[config.mk]
export PLATFORM = sky130hd
export DESIGN_NAME = uart_rxq_regs
export DESIGN_NICKNAME = d
export VERILOG_FILES = /design/src/rtl/uart_rxq_pkg.sv /design/src/rtl/uart_rxq_fifo.sv /design/src/rtl/uart_rxq_irq.sv /design/src/rtl/uart_rxq_regs.sv
export SDC_FILE = /design/constraint.sdc
export NUM_CORES = 1
export LEC_CHECK = 0
export BUFFER_PORTS_ARGS = -buffer_cell sky130_fd_sc_hd__buf_2
export CAP_MARGIN = 20
export CORE_MARGIN = 4
export CORE_UTILIZATION = 35
export CTS_BUF_LIST = sky130_fd_sc_hd__clkbuf_16
export CTS_CLUSTER_SIZE = 25
export DETAILED_ROUTE_END_ITERATION = 10
export GPL_ROUTABILITY_DRIVEN = 0
export PLACE_DENSITY = 0.52
export SETUP_SLACK_MARGIN = 0.15
export SYNTH_ARGS = -nofsm -noshare
export SYNTH_HDL_FRONTEND = slang
export SYNTH_SLANG_ARGS = --single-unit
[constraint.sdc]
create_clock -name clk -period 4.7 [get_ports clk]
set_input_delay 0.94 -clock clk [delete_from_list [all_inputs] [get_ports clk]]
set_output_delay 0.94 -clock clk [all_outputs]
set_load 0.05 [all_outputs]
[src/rtl/uart_rxq_pkg.sv]
package uart_rxq_pkg;

    localparam int WORD_W  = 32;
    localparam int BYTE_W  = 8;
    localparam int CAUSE_W = 4;
    localparam int IDX_W   = 4;

    localparam int STAT_AVAIL  = 16;
    localparam int STAT_TXRDY  = 17;
    localparam int STAT_TXIDLE = 18;

    localparam int CAUSE_TXDONE  = 0;
    localparam int CAUSE_TXEMPTY = 1;
    localparam int CAUSE_RXDATA  = 3;

    localparam int CTRL_RXEN = 3;

    typedef enum logic [IDX_W-1:0] {
        REG_TXDATA = 4'd0,
        REG_RXCTRL = 4'd1,
        REG_PEEK   = 4'd2,
        REG_POP    = 4'd3,
        REG_CAUSE  = 4'd4,
        REG_MASK   = 4'd5,
        REG_MASKED = 4'd6,
        REG_ACK    = 4'd7
    } reg_idx_e;

    typedef struct packed {
        logic              tx_wr;
        logic              ack_wr;
        logic [CAUSE_W-1:0] ack_val;
    } irq_evt_t;

    function automatic logic [WORD_W-1:0] status_word(input logic [BYTE_W-1:0] head,
                                                      input logic avail);
        logic [WORD_W-1:0] w;
        w = '0;
        w[BYTE_W-1:0]  = head;
        w[STAT_AVAIL]  = avail;
        w[STAT_TXRDY]  = 1'b1;
        w[STAT_TXIDLE] = 1'b1;
        return w;
    endfunction

endpackage

[src/rtl/uart_rxq_fifo.sv]
module uart_rxq_fifo #(
    parameter int DEPTH = 16,
    parameter int W     = 8,
    localparam int PTR_W = $clog2(DEPTH),
    localparam int CNT_W = $clog2(DEPTH + 1)
) (
    input  logic             clk,
    input  logic             rst,
    input  logic             push,
    input  logic [W-1:0]     push_data,
    input  logic             pop,
    output logic [W-1:0]     head_data,
    output logic [CNT_W-1:0] count
);

    localparam logic [CNT_W-1:0] FULL_CNT = CNT_W'(DEPTH);

    logic [W-1:0]     mem [DEPTH];
    logic [PTR_W-1:0] wr_pos;
    logic [PTR_W-1:0] head_idx;
    logic             push_ok;
    logic             pop_ok;

    assign push_ok   = push && (count < FULL_CNT);
    assign pop_ok    = pop && (count != '0);
    assign head_idx  = wr_pos - count[PTR_W-1:0];
    assign head_data = mem[head_idx];

    always_ff @(posedge clk) begin
        if (rst) begin
            wr_pos <= '0;
            count  <= '0;
            for (int i = 0; i < DEPTH; i++) mem[i] <= '0;
        end else begin
            if (push_ok) begin
                mem[wr_pos] <= push_data;
                wr_pos      <= wr_pos + 1'b1;
            end
            case ({push_ok, pop_ok})
                2'b10:   count <= count + 1'b1;
                2'b01:   count <= count - 1'b1;
                default: count <= count;
            endcase
        end
    end

    AST_FULL_DROP: assert property (@(posedge clk) disable iff (rst)
        (push && !pop && count == FULL_CNT) |=> (count == FULL_CNT && $stable(wr_pos)));

    AST_EMPTY_POP: assert property (@(posedge clk) disable iff (rst)
        (pop && !push && count == '0) |=> (count == '0));

    AST_SAME_CYCLE: assert property (@(posedge clk) disable iff (rst)
        (push && pop && count != '0 && count != FULL_CNT) |=> $stable(count));

    AST_NO_OVERFLOW: assert property (@(posedge clk) disable iff (rst)
        (count <= FULL_CNT));

endmodule

[src/rtl/uart_rxq_irq.sv]
module uart_rxq_irq
    import uart_rxq_pkg::*;
(
    input  logic               clk,
    input  logic               rst,
    input  logic               rx_nonempty,
    input  irq_evt_t           evt,
    input  logic [CAUSE_W-1:0] mask,
    output logic [CAUSE_W-1:0] cause,
    output logic [CAUSE_W-1:0] masked,
    output logic               irq
);

    logic [CAUSE_W-1:0] latched_q;
    logic               guard_q;
    logic [CAUSE_W-1:0] ack_eff;

    always_comb begin
        ack_eff = evt.ack_val;
        if (guard_q) ack_eff[CAUSE_TXDONE] = 1'b0;
    end

    always_ff @(posedge clk) begin
        if (rst) begin
            latched_q <= '0;
            guard_q   <= 1'b0;
        end else if (evt.tx_wr) begin
            latched_q[CAUSE_TXDONE]  <= 1'b1;
            latched_q[CAUSE_TXEMPTY] <= 1'b1;
            guard_q                  <= 1'b1;
        end else if (evt.ack_wr) begin
            latched_q <= latched_q & ~ack_eff;
            guard_q   <= 1'b0;
        end
    end

    always_comb begin
        cause               = latched_q;
        cause[CAUSE_RXDATA] = rx_nonempty;
    end

    assign masked = cause & mask;
    assign irq    = |masked;

    AST_TX_RAISE: assert property (@(posedge clk) disable iff (rst)
        evt.tx_wr |=> (cause[CAUSE_TXDONE] && cause[CAUSE_TXEMPTY]));

    AST_ACK_GUARD: assert property (@(posedge clk) disable iff (rst)
        (evt.ack_wr && !evt.tx_wr && guard_q && cause[CAUSE_TXDONE]) |=> cause[CAUSE_TXDONE]);

    AST_ACK_CLEAR: assert property (@(posedge clk) disable iff (rst)
        (evt.ack_wr && !evt.tx_wr && !guard_q && evt.ack_val[CAUSE_TXDONE]) |=> !cause[CAUSE_TXDONE]);

endmodule

[src/rtl/uart_rxq_regs.sv]
module uart_rxq_regs
    import uart_rxq_pkg::*;
#(
    parameter int DEPTH  = 16,
    parameter int ADDR_W = 8,
    localparam int CNT_W = $clog2(DEPTH + 1)
) (
    input  logic              clk,
    input  logic              rst,
    input  logic              rx_valid,
    input  logic [7:0]        rx_byte,
    input  logic [ADDR_W-1:0] bus_addr,
    input  logic              bus_rd,
    input  logic              bus_wr,
    input  logic [31:0]       bus_wdata,
    output logic [31:0]       bus_rdata,
    output logic              rx_ready,
    output logic [CNT_W-1:0]  rx_free,
    output logic              irq
);

    localparam int RIDX_W = ADDR_W - 2;
    localparam logic [CNT_W-1:0] FULL_CNT = CNT_W'(DEPTH);

    logic [RIDX_W-1:0]  idx;
    logic [WORD_W-1:0]  tx_q;
    logic [WORD_W-1:0]  ctrl_q;
    logic [CAUSE_W-1:0] mask_q;
    logic [BYTE_W-1:0]  head;
    logic [CNT_W-1:0]   fill;
    logic [CAUSE_W-1:0] cause;
    logic [CAUSE_W-1:0] masked;
    logic [WORD_W-1:0]  stat;
    logic               pop;
    irq_evt_t           evt;
    logic               unused_addr;

    assign idx         = bus_addr[ADDR_W-1:2];
    assign unused_addr = ^bus_addr[1:0];

    function automatic logic hit(input logic [RIDX_W-1:0] i, input reg_idx_e r);
        return i == RIDX_W'(r);
    endfunction

    assign pop         = bus_rd && hit(idx, REG_POP);
    assign evt.tx_wr   = bus_wr && hit(idx, REG_TXDATA);
    assign evt.ack_wr  = bus_wr && hit(idx, REG_ACK);
    assign evt.ack_val = bus_wdata[CAUSE_W-1:0];

    always_ff @(posedge clk) begin
        if (rst) begin
            tx_q   <= '0;
            ctrl_q <= '0;
            mask_q <= '0;
        end else if (bus_wr) begin
            if (hit(idx, REG_TXDATA)) tx_q   <= bus_wdata;
            if (hit(idx, REG_RXCTRL)) ctrl_q <= bus_wdata;
            if (hit(idx, REG_MASK))   mask_q <= bus_wdata[CAUSE_W-1:0];
        end
    end

    uart_rxq_fifo #(.DEPTH(DEPTH), .W(BYTE_W)) u_fifo (
        .clk       (clk),
        .rst       (rst),
        .push      (rx_valid),
        .push_data (rx_byte),
        .pop       (pop),
        .head_data (head),
        .count     (fill)
    );

    uart_rxq_irq u_irq (
        .clk         (clk),
        .rst         (rst),
        .rx_nonempty (fill != '0),
        .evt         (evt),
        .mask        (mask_q),
        .cause       (cause),
        .masked      (masked),
        .irq         (irq)
    );

    assign stat     = status_word(head, fill != '0);
    assign rx_free  = ctrl_q[CTRL_RXEN] ? (FULL_CNT - fill) : '0;
    assign rx_ready = rx_free != '0;

    always_comb begin
        bus_rdata = '0;
        if (hit(idx, REG_TXDATA))      bus_rdata = tx_q;
        else if (hit(idx, REG_RXCTRL)) bus_rdata = ctrl_q;
        else if (hit(idx, REG_PEEK))   bus_rdata = stat;
        else if (hit(idx, REG_POP))    bus_rdata = stat;
        else if (hit(idx, REG_CAUSE))  bus_rdata = WORD_W'(cause);
        else if (hit(idx, REG_MASK))   bus_rdata = WORD_W'(mask_q);
        else if (hit(idx, REG_MASKED)) bus_rdata = WORD_W'(masked);
    end

    AST_RX_IRQ: assert property (@(posedge clk) disable iff (rst)
        (fill != '0 && mask_q[CAUSE_RXDATA]) |-> irq);

    AST_POP_AVAIL: assert property (@(posedge clk) disable iff (rst)
        (pop && fill != '0) |-> bus_rdata[STAT_AVAIL]);

    AST_READY_GATE: assert property (@(posedge clk) disable iff (rst)
        (rx_ready && rx_valid && !pop) |=> (fill != '0));

endmodule

==> results of run 1 <==
-- metal layers --
layer | global-route usage [%] | wire (um)
met5 | 0 | 0
met3 | 2.70 | 1130
met2 | 26.0 | 11800
met4 | 3.01 | 364
met1 | 22.3 | 12300
-- sequential cells by signal (all words and copies together) (netlist names) --
register / count
u_fifo.mem: 128
u_fifo.count: 5
u_irq.guard_q: 1
tx_q: 32
u_fifo.wr_pos: 4
mask_q: 4
ctrl_q: 32
u_irq.latched_q: 3
-- Yosys cell counts (all sizes together) (4+ instances only) --
cell     count
o2bb2ai      4
a21oi       83
and3         5
nor2        59
or2         16
dfxtp       81
mux4        32
nand2      156
xnor2        5
ha          13
nor3         6
buf         30
clkbuf      26
mux2         8
xor2         6
mux2i       45
nand2b       9
nor4         4
inv         11
nor2b        6
o21ai       15
edfxtp     128
nand3        5
and2       133
-- logic make-up (layout without fill, tap and decap cells) --
family / after synthesis / in the layout
muxes: 85 / 85
xor gates and xnor gates: 11 / 11
adders and majority gates: 14 / 14
and+or+nand+nor: 413 / 413
DFF: 209 / 209
buffers and inverters: 67 / 166
AOI/OAI and AO/OA: 123 / 123
-- critical path, delay by kind of cell (launching register included) --
kind	cells	cell delay, ps
XOR/XNOR	1	420
AO/OA/AOI/OAI	2	450
AND/OR/NAND/NOR	1	150
buffers and inverters	2	470
adder cells (fa/ha/maj)	1	410
flip-flops	1	570
multiplexers	1	420
-- final cells by class --
| class | count | share of cell area, % |
|---|---|---|
| tap | 384 | 4.08 |
| timing repair buffer | 113 | 5.55 |
| clock inverter | 17 | 0.669 |
| sequential | 209 | 46.4 |
| clock buffer | 25 | 5.31 |
| inverter | 11 | 0.372 |
| multi-input combinational | 646 | 37.6 |
-- power by group through the flow --
stage / registers [W] / logic (W) / clock network [W]
after floorplan: 0.00204 / 0.000433 / 0
after global placement: 0.00205 / 0.000644 / 0
after global routing: 0.00202 / 0.000694 / 0.00181
final: 0.00201 / 0.000640 / 0.00169
after detailed placement: 0.00205 / 0.000646 / 0
after CTS: 0.00201 / 0.000650 / 0.00174
-- layout by cell type (no fill, tap or decap), drive strengths merged, types with 3 or more instances in the layout --
cell       n
a21oi     83
a22o       3
and2     133
and3       5
buf      113
clkbuf    25
clkinv     7
dfxtp     81
edfxtp   128
ha        13
inv       21
mux2       8
mux2i     45
mux4      32
nand2    156
nand2b     9
nand3      5
nand3b     3
nor2      59
nor2b      6
nor3       6
nor3b      3
nor4       4
o21ai     15
o2bb2ai    4
or2       16
xnor2      5
xor2       6
-- stage by stage --
stage / instance area, um2 / instances
2_1_floorplan: 10200 / 922
3_3_place_gp: 11100 / 1363
3_5_place_dp: 11100 / 1363
4_1_cts: 11800 / 1405
5_1_grt: 11800 / 1405
6_report: 11800 / 1405
-- path summary, 6_finish.rpt --
check                       start         endpoint  depth (start not counted)
hold reg to reg         ctrl_q[7]        ctrl_q[7]                          2
hold / removal          ctrl_q[7]        ctrl_q[7]                          2
setup reg to reg  u_fifo.count[0]  u_fifo.count[2]                         16
setup / recovery  u_fifo.count[2]     bus_rdata[4]                          8
-- timing repair --
action	in CTS	in global routing
setup endpoints to repair	0	6
gates resized for setup	0	1
endpoints found under the hold margin	0	0
==> metrics, run 1 <==
total setup buffers inserted after CTS 0; Synth area leaders edfxtp_1, dfxtp_1, and2_1; simple-gate share of the synthesized area 20.9%; htree depth 1; Cell Rows 62; Reg2Reg Setup Slack 1030 ps; worst skew pair latency 530 ps; die height 179 um; NetSw 0.00112 W; drt via density 4.87; sequential power share 46.3%; CP dominant cell by count a21oi_1; Clock Skews 25.3 ps; CTS Buf Count 25; Logic pwr share 14.7%; layout net count 1073; Setup violations, final 0; Die X 179 um; dpl hpwl 16300 um; XOR/XNOR Fraction of Synth Area 1.20%; global-route wire length before repair 39300 um; total area of sequential cells 0.00547 mm2; Syn Area/Cell 11.1 um2; ANT nets after route 0; Setup crit end kind output pin; Pleak 4.45 nW; Min-Delay Path Class reg -> reg; worst-path cell chain inv_1, ha_1, a21oi_1, nand2_1, xnor2_4, mux2_2, a21oi_1, buf_2; FFs w/ async S/R, synth 0%; Crit Path Max Fanout 10; Synth Register Bits 209; cell accounting for the most synthesized area edfxtp_1; Internal Power 0.00323 W; total power 0.00434 W; clock transition at the registers of the reported paths 60 ps; Worst Setup Start Kind register; critical path data required time 3760 ps; starting density of the core 35.5%; DP Worst Slack 810 ps; Slew @ Worst Pin 1040 ps; Post-Syn Nets 989; Slew Viols, Final 0; total die area 0.0320 mm2; largest net degree at the start of global routing 92; TNS Setup 0 ps; clock network power share 38.9%; prevailing post-synth register cell edfxtp_1; Synth Area in Compound Gates 7.01%; worst hold slack 451 ps; Syn Inst Count 922; area of the multi-input gates 0.00443 mm2; P&R area growth vs syn 15.1%; DRT Wirelength 25500 um; Crit Path Class reg -> out; EDFF count, synth 128; VDD IR-drop max 0.215 mV; IO buf count 89; RSZ-0062 raised after global routing false; total number of vias 6849; Max clock buf depth 3; GRT Total Usage 15.9%; power density over the cells 369 mW/mm2; IO Count 92; Worst EP arrival 3430 ps; largest family of logic cells by synthesized area simple AND/OR/NAND/NOR gates; Overflow after GRT 0; Fillers 2822; drt drc 0; Cell Area, Synth 0.0102 mm2; vias in the first global route 6806; antenna violations before repair 0; status finished clean; Clock Root Buffer clkbuf_16; switching fraction of total power 25.7%; CTS tree yes; core area 0.0288 mm2; Slew headroom 30.7%; share of cells above drive strength 1 21.4%; Yosys top cell area share 37.6%; final worst slack 334 ps; drt initial violations 436; count of final hold-check violations 0; Max-cap violations 0; # diodes 0; Worst path max stage delay 570 ps; drt pass-1 iters 5; adder-cell share of the synthesized area 1.79%; max frequency 229 MHz; mux cell area share after synthesis 12.3%; Hold Buf Count CTS 0; Seq/Total Area, Yosys 53.4%; Slowest-stage cell, CP dfxtp_1; final period utilization 92.9%; Clock Sinks 209; Distinct cells, synth 64; Ys Warns 0; Avg WL per Cell 18.2 um; final core area utilization 40.9%; min cycle time layout 4370 ps
No activity file was read; power rests on OpenSTA's default activity.
==> run 2, diff against run 1 <==
- SKIP_CTS_REPAIR_TIMING: not set -> 1
- clock period: 4.7 -> 5.6 ns (I/O delays scaled with it)
==> metrics, run 2 (synthesized netlist as in run 1, its figures left out) <==
drt pass-1 iters 5; biggest regs u_fifo.mem: 128 flops, ctrl_q: 32 flops, tx_q: 32 flops; Slew headroom 33.8%; drt initial violations 516; IO buf count 89; drt drc 0; power density over the cells 317 mW/mm2; core area 0.0288 mm2; Max clock buf depth 3; most common cell after layout, fill and taps aside nand2_1; Reg2Reg Depth 15; # diodes 0; layout net count 1055; Worst EP arrival 3730 ps; Max-cap violations 0; Setup crit end kind output pin; GRT Total Usage 15.9%; FF-to-FF End u_fifo.count[2]; antenna violations before repair 1; starting density of the core 35.5%; global-route wire length before repair 39200 um; RSZ-0062 raised after global routing false; vias in the first global route 6708; share of cells above drive strength 1 20.4%; worst skew pair latency 520 ps; Slowest-stage cell, CP dfxtp_1; largest net degree at the start of global routing 90; most frequent cells in the layout nand2_1, and2_1, edfxtp_1; ANT nets after route 0; htree depth 1; Top reg by flops u_fifo.mem; count of final hold-check violations 0; Clock Root Buffer clkbuf_16; max frequency 206 MHz; critical path data required time 4480 ps; worst-path cell chain ha_2, inv_1, fa_1, buf_4, mux4_2, mux2i_1, mux2_2, a21oi_1, buf_2; Min-Delay Path Class reg -> reg; clock transition at the registers of the reported paths 60 ps; TNS Setup 0 ps; CTS Buf Count 25; total power 0.00369 W; Slew @ Worst Pin 993 ps; max reg flops 128; Avg WL per Cell 18.6 um; r2r startpoint u_fifo.count[1]; number of cells on the critical path 9; min cycle time layout 4850 ps; status finished clean; Design Area, Final 0.0117 mm2; final core area utilization 40.5%; Crit Path Max Fanout 32; Crit Path Class reg -> out; CTS tree yes; DRT Wirelength 25800 um; final period utilization 86.6%; Clock Sinks 209; critical path's top delay family buffers and inverters; Hold Startpoint tx_q[17]; total number of vias 6864; Clock Skews 17.0 ps; drt via density 4.93; worst hold slack 452 ps; Cell Rows 62; Worst path max stage delay 570 ps; VDD IR-drop max 0.230 mV; worst hold endpoint tx_q[17]; Reg2Reg Setup Slack 1720 ps; DP Area 0.0109 mm2; Slew Viols, Final 0; Die X 179 um; P&R area growth vs syn 13.9%; Setup violations, final 0; crit path buf inv count 3; Worst Setup Start Kind register; critical path launch point u_fifo.count[0]; die height 179 um; IO Count 92; total die area 0.0320 mm2; Pleak 4.35 nW; dpl hpwl 16300 um; Overflow after GRT 0; Hold Path Cell Cnt 2
==> run 2: cell count changes in the layout (fill, tap and decap cells not counted), sizes merged <==
cell,previous run,this run
inv,21,18
clkinvlp,0,1
buf,113,95
clkinv,7,12
bufinv,0,1
==> run 2: how the worst max path moves through the flow <==
stage / to
floorplan: bus_rdata[7]
global placement: bus_rdata[5]
detailed placement: bus_rdata[4]
CTS: bus_rdata[4]
global route: bus_rdata[4]
finish: bus_rdata[4]
==> run 2: cell type report <==
| cell class | count | area (um2) |
|---|---|---|
| Tap cell | 384 | 480 |
| Sequential cell | 209 | 5470 |
| Inverter | 11 | 43.8 |
| Timing Repair Buffer | 95 | 493 |
| Multi-Input combinational cell | 646 | 4430 |
| Clock buffer | 25 | 626 |
| Clock inverter | 21 | 121 |
| Fill cell | 2793 | 17100 |
==> run 2: through the flow <==
stage	setup WS [ps]	cells
2_1_floorplan	1440	922
3_3_place_gp	1240	1345
3_5_place_dp	1260	1345
4_1_cts	695	1391
5_1_grt	520	1391
6_report	753	1391
==> run 2: worst register-to-register path, delay by kind of cell (launching register included) <==
kind,cells,cell delay (ps)
AOI/OAI and AO/OA,1,360
xor gates and xnor gates,1,180
adders and majority gates,4,1190
buffers and inverters,2,390
DFF,1,560
and+or+nand+nor,7,1060
==> run 2: where the power goes <==
part	total (W)	switching (W)	internal [W]
logic	0.000514	0.000295	0.000219
clock network	0.00149	0.000632	0.000854
registers	0.00169	0.0000193	0.00167
total	0.00369	0.000947	0.00275
==> run 2: layer usage <==
layer / track usage, % / vias to the layer above / part of all wire (%) / routed length (um)
met2: 25.5 / 142 / 47 / 12000
li1: - / 3364 / - / -
met4: 3.29 / 2 / 1.3 / 344
met5: 0 / - / 0.050 / 13
met1: 22.7 / 3328 / 46 / 11900
met3: 3.02 / 28 / 6.0 / 1560
==> run 3, diff against run 2 <==
- CORE_UTILIZATION: 35 -> 59
- CTS_CLUSTER_DIAMETER: not set -> 200
- PLACE_DENSITY: 0.52 -> 0.79
- clock period: 5.6 -> 4.7 ns (I/O delays scaled with it)
==> metrics, run 3 (synthesized netlist as in run 1, its figures left out) <==
status finished clean; Clock Sinks 209; drt via density 5.71; min cycle time layout 4320 ps; CTS tree yes; drt pass-1 iters 5; dpl hpwl 14800 um; GRT Total Usage 22.7%; starting density of the core 61.0%; met2 wire length 10800 um; max reg flops 128; clock transition at the registers of the reported paths 100 ps; clock network power share 29.5%; Design Area, Final 0.0111 mm2; DRT Wirelength 22200 um; met3 wire length 1460 um; final period utilization 92.0%; worst hold slack 456 ps; Worst Setup Start Kind register; max frequency 231 MHz; Pleak 4.19 nW; Cell Rows 47; drt initial violations 642; Min-Delay Path Class reg -> reg; Overflow after GRT 0; TNS Setup 0 ps; global-route wire length before repair 35700 um; DP Area 0.0108 mm2; Metal-1 WL 9190 um; number of non-filler instances in the completed layout 1207; RSZ-0062 raised after global routing false; final worst slack 377 ps; most frequent cells in the layout nand2_1, and2_1, edfxtp_1; NetSw 0.000936 W; antenna violations before repair 0; switching fraction of total power 25.3%; layout net count 1049; Placed Cells incl. Taps 1188; Setup crit end kind output pin; P&R area growth vs syn 8.68%; ANT nets after route 0; die height 140 um; Slew Viols, Final 0; Fillers 1265; Clock Root Buffer clkbuf_16; uppermost layer routed met4; largest net degree at the start of global routing 104; Slew headroom 29.2%; total die area 0.0195 mm2; Crit Path Class reg -> out; Die X 140 um; biggest regs u_fifo.mem: 128 flops, ctrl_q: 32 flops, tx_q: 32 flops; sequential power share 54.3%; Max clock buf depth 3; Clock Skews 25.0 ps; most common cell after layout, fill and taps aside nand2_1; Max-cap violations 0; IO buf count 89; power density over the cells 333 mW/mm2; htree depth 1; core area 0.0168 mm2; share of cells above drive strength 1 19.3%; Slew @ Worst Pin 1060 ps; critical path data required time 3760 ps; worst skew pair latency 470 ps; IO Count 92; Setup violations, final 0; vias in the first global route 6822; total number of vias 6890; # diodes 0; Logic pwr share 16.2%; Worst EP arrival 3380 ps; Internal Power 0.00277 W; drt drc 0; Avg WL per Cell 18.4 um; Crit Path Max Fanout 32; CTS Buf Count 12; Top reg by flops u_fifo.mem; VDD IR-drop max 0.196 mV; count of final hold-check violations 0; DP Worst Slack 811 ps
run 3: cell count changes in the layout (fill, tap and decap cells not counted), sizes merged:
cell	previous run	this run
clkinv	12	0
buf	95	102
clkbuf	25	13
bufinv	1	0
clkinvlp	1	0
inv	18	17
run 3: cell type report:
class | count | area [um2] | share of cell area [%]
clock buffers | 13 | 325 | 2.93
clock inverters | 6 | 35.0 | 0.315
flip-flops and latches | 209 | 5470 | 49.2
inverters | 11 | 43.8 | 0.394
well taps | 220 | 275 | 2.48
multi-input cells | 646 | 4420 | 39.7
repair buffers | 102 | 556 | 5.00
run 3: final timing paths:
kind	slack [ps]	endpoint	start	cells after the start
worst max-delay path	380	bus_rdata[3]	u_fifo.wr_pos[0]	10
worst min-delay path	460	tx_q[17]	tx_q[17]	2
worst max register to register	1010	u_fifo.count[2]	u_fifo.count[0]	16
worst min register to register	460	tx_q[17]	tx_q[17]	2
run 3: critical path: stages (launching register included):
cell,delay [ps]
dfxtp_1,370
inv_1,120
ha_2,180
inv_1,50
fa_1,470
buf_4,380
mux4_2,400
mux2i_1,270
mux2i_1,210
o21ba_1,220
buf_2,200
run 3: layer usage:
metal  track usage (%)  vias up
met3              3.53       41
met5                 0        -
met2              38.2      223
li1                  -     3328
met1              30.6     3298
met4              7.09        0
run 3: metrics by stage:
stage                     utilization (%)  total power, W
final                                66.3         0.00370
after global routing                 66.3         0.00384
after CTS                            66.3         0.00372
after detailed placement             64.2         0.00266
after global placement               64.2         0.00264
after floorplan                         -         0.00248
run 3: power groups by stage:
stage	combinational (W)	clock [W]	sequential [W]
CTS	0.000607	0.00110	0.00201
global placement	0.000595	0	0.00205
detailed placement	0.000606	0	0.00205
global route	0.000645	0.00118	0.00201
finish	0.000601	0.00109	0.00201
floorplan	0.000433	0	0.00204
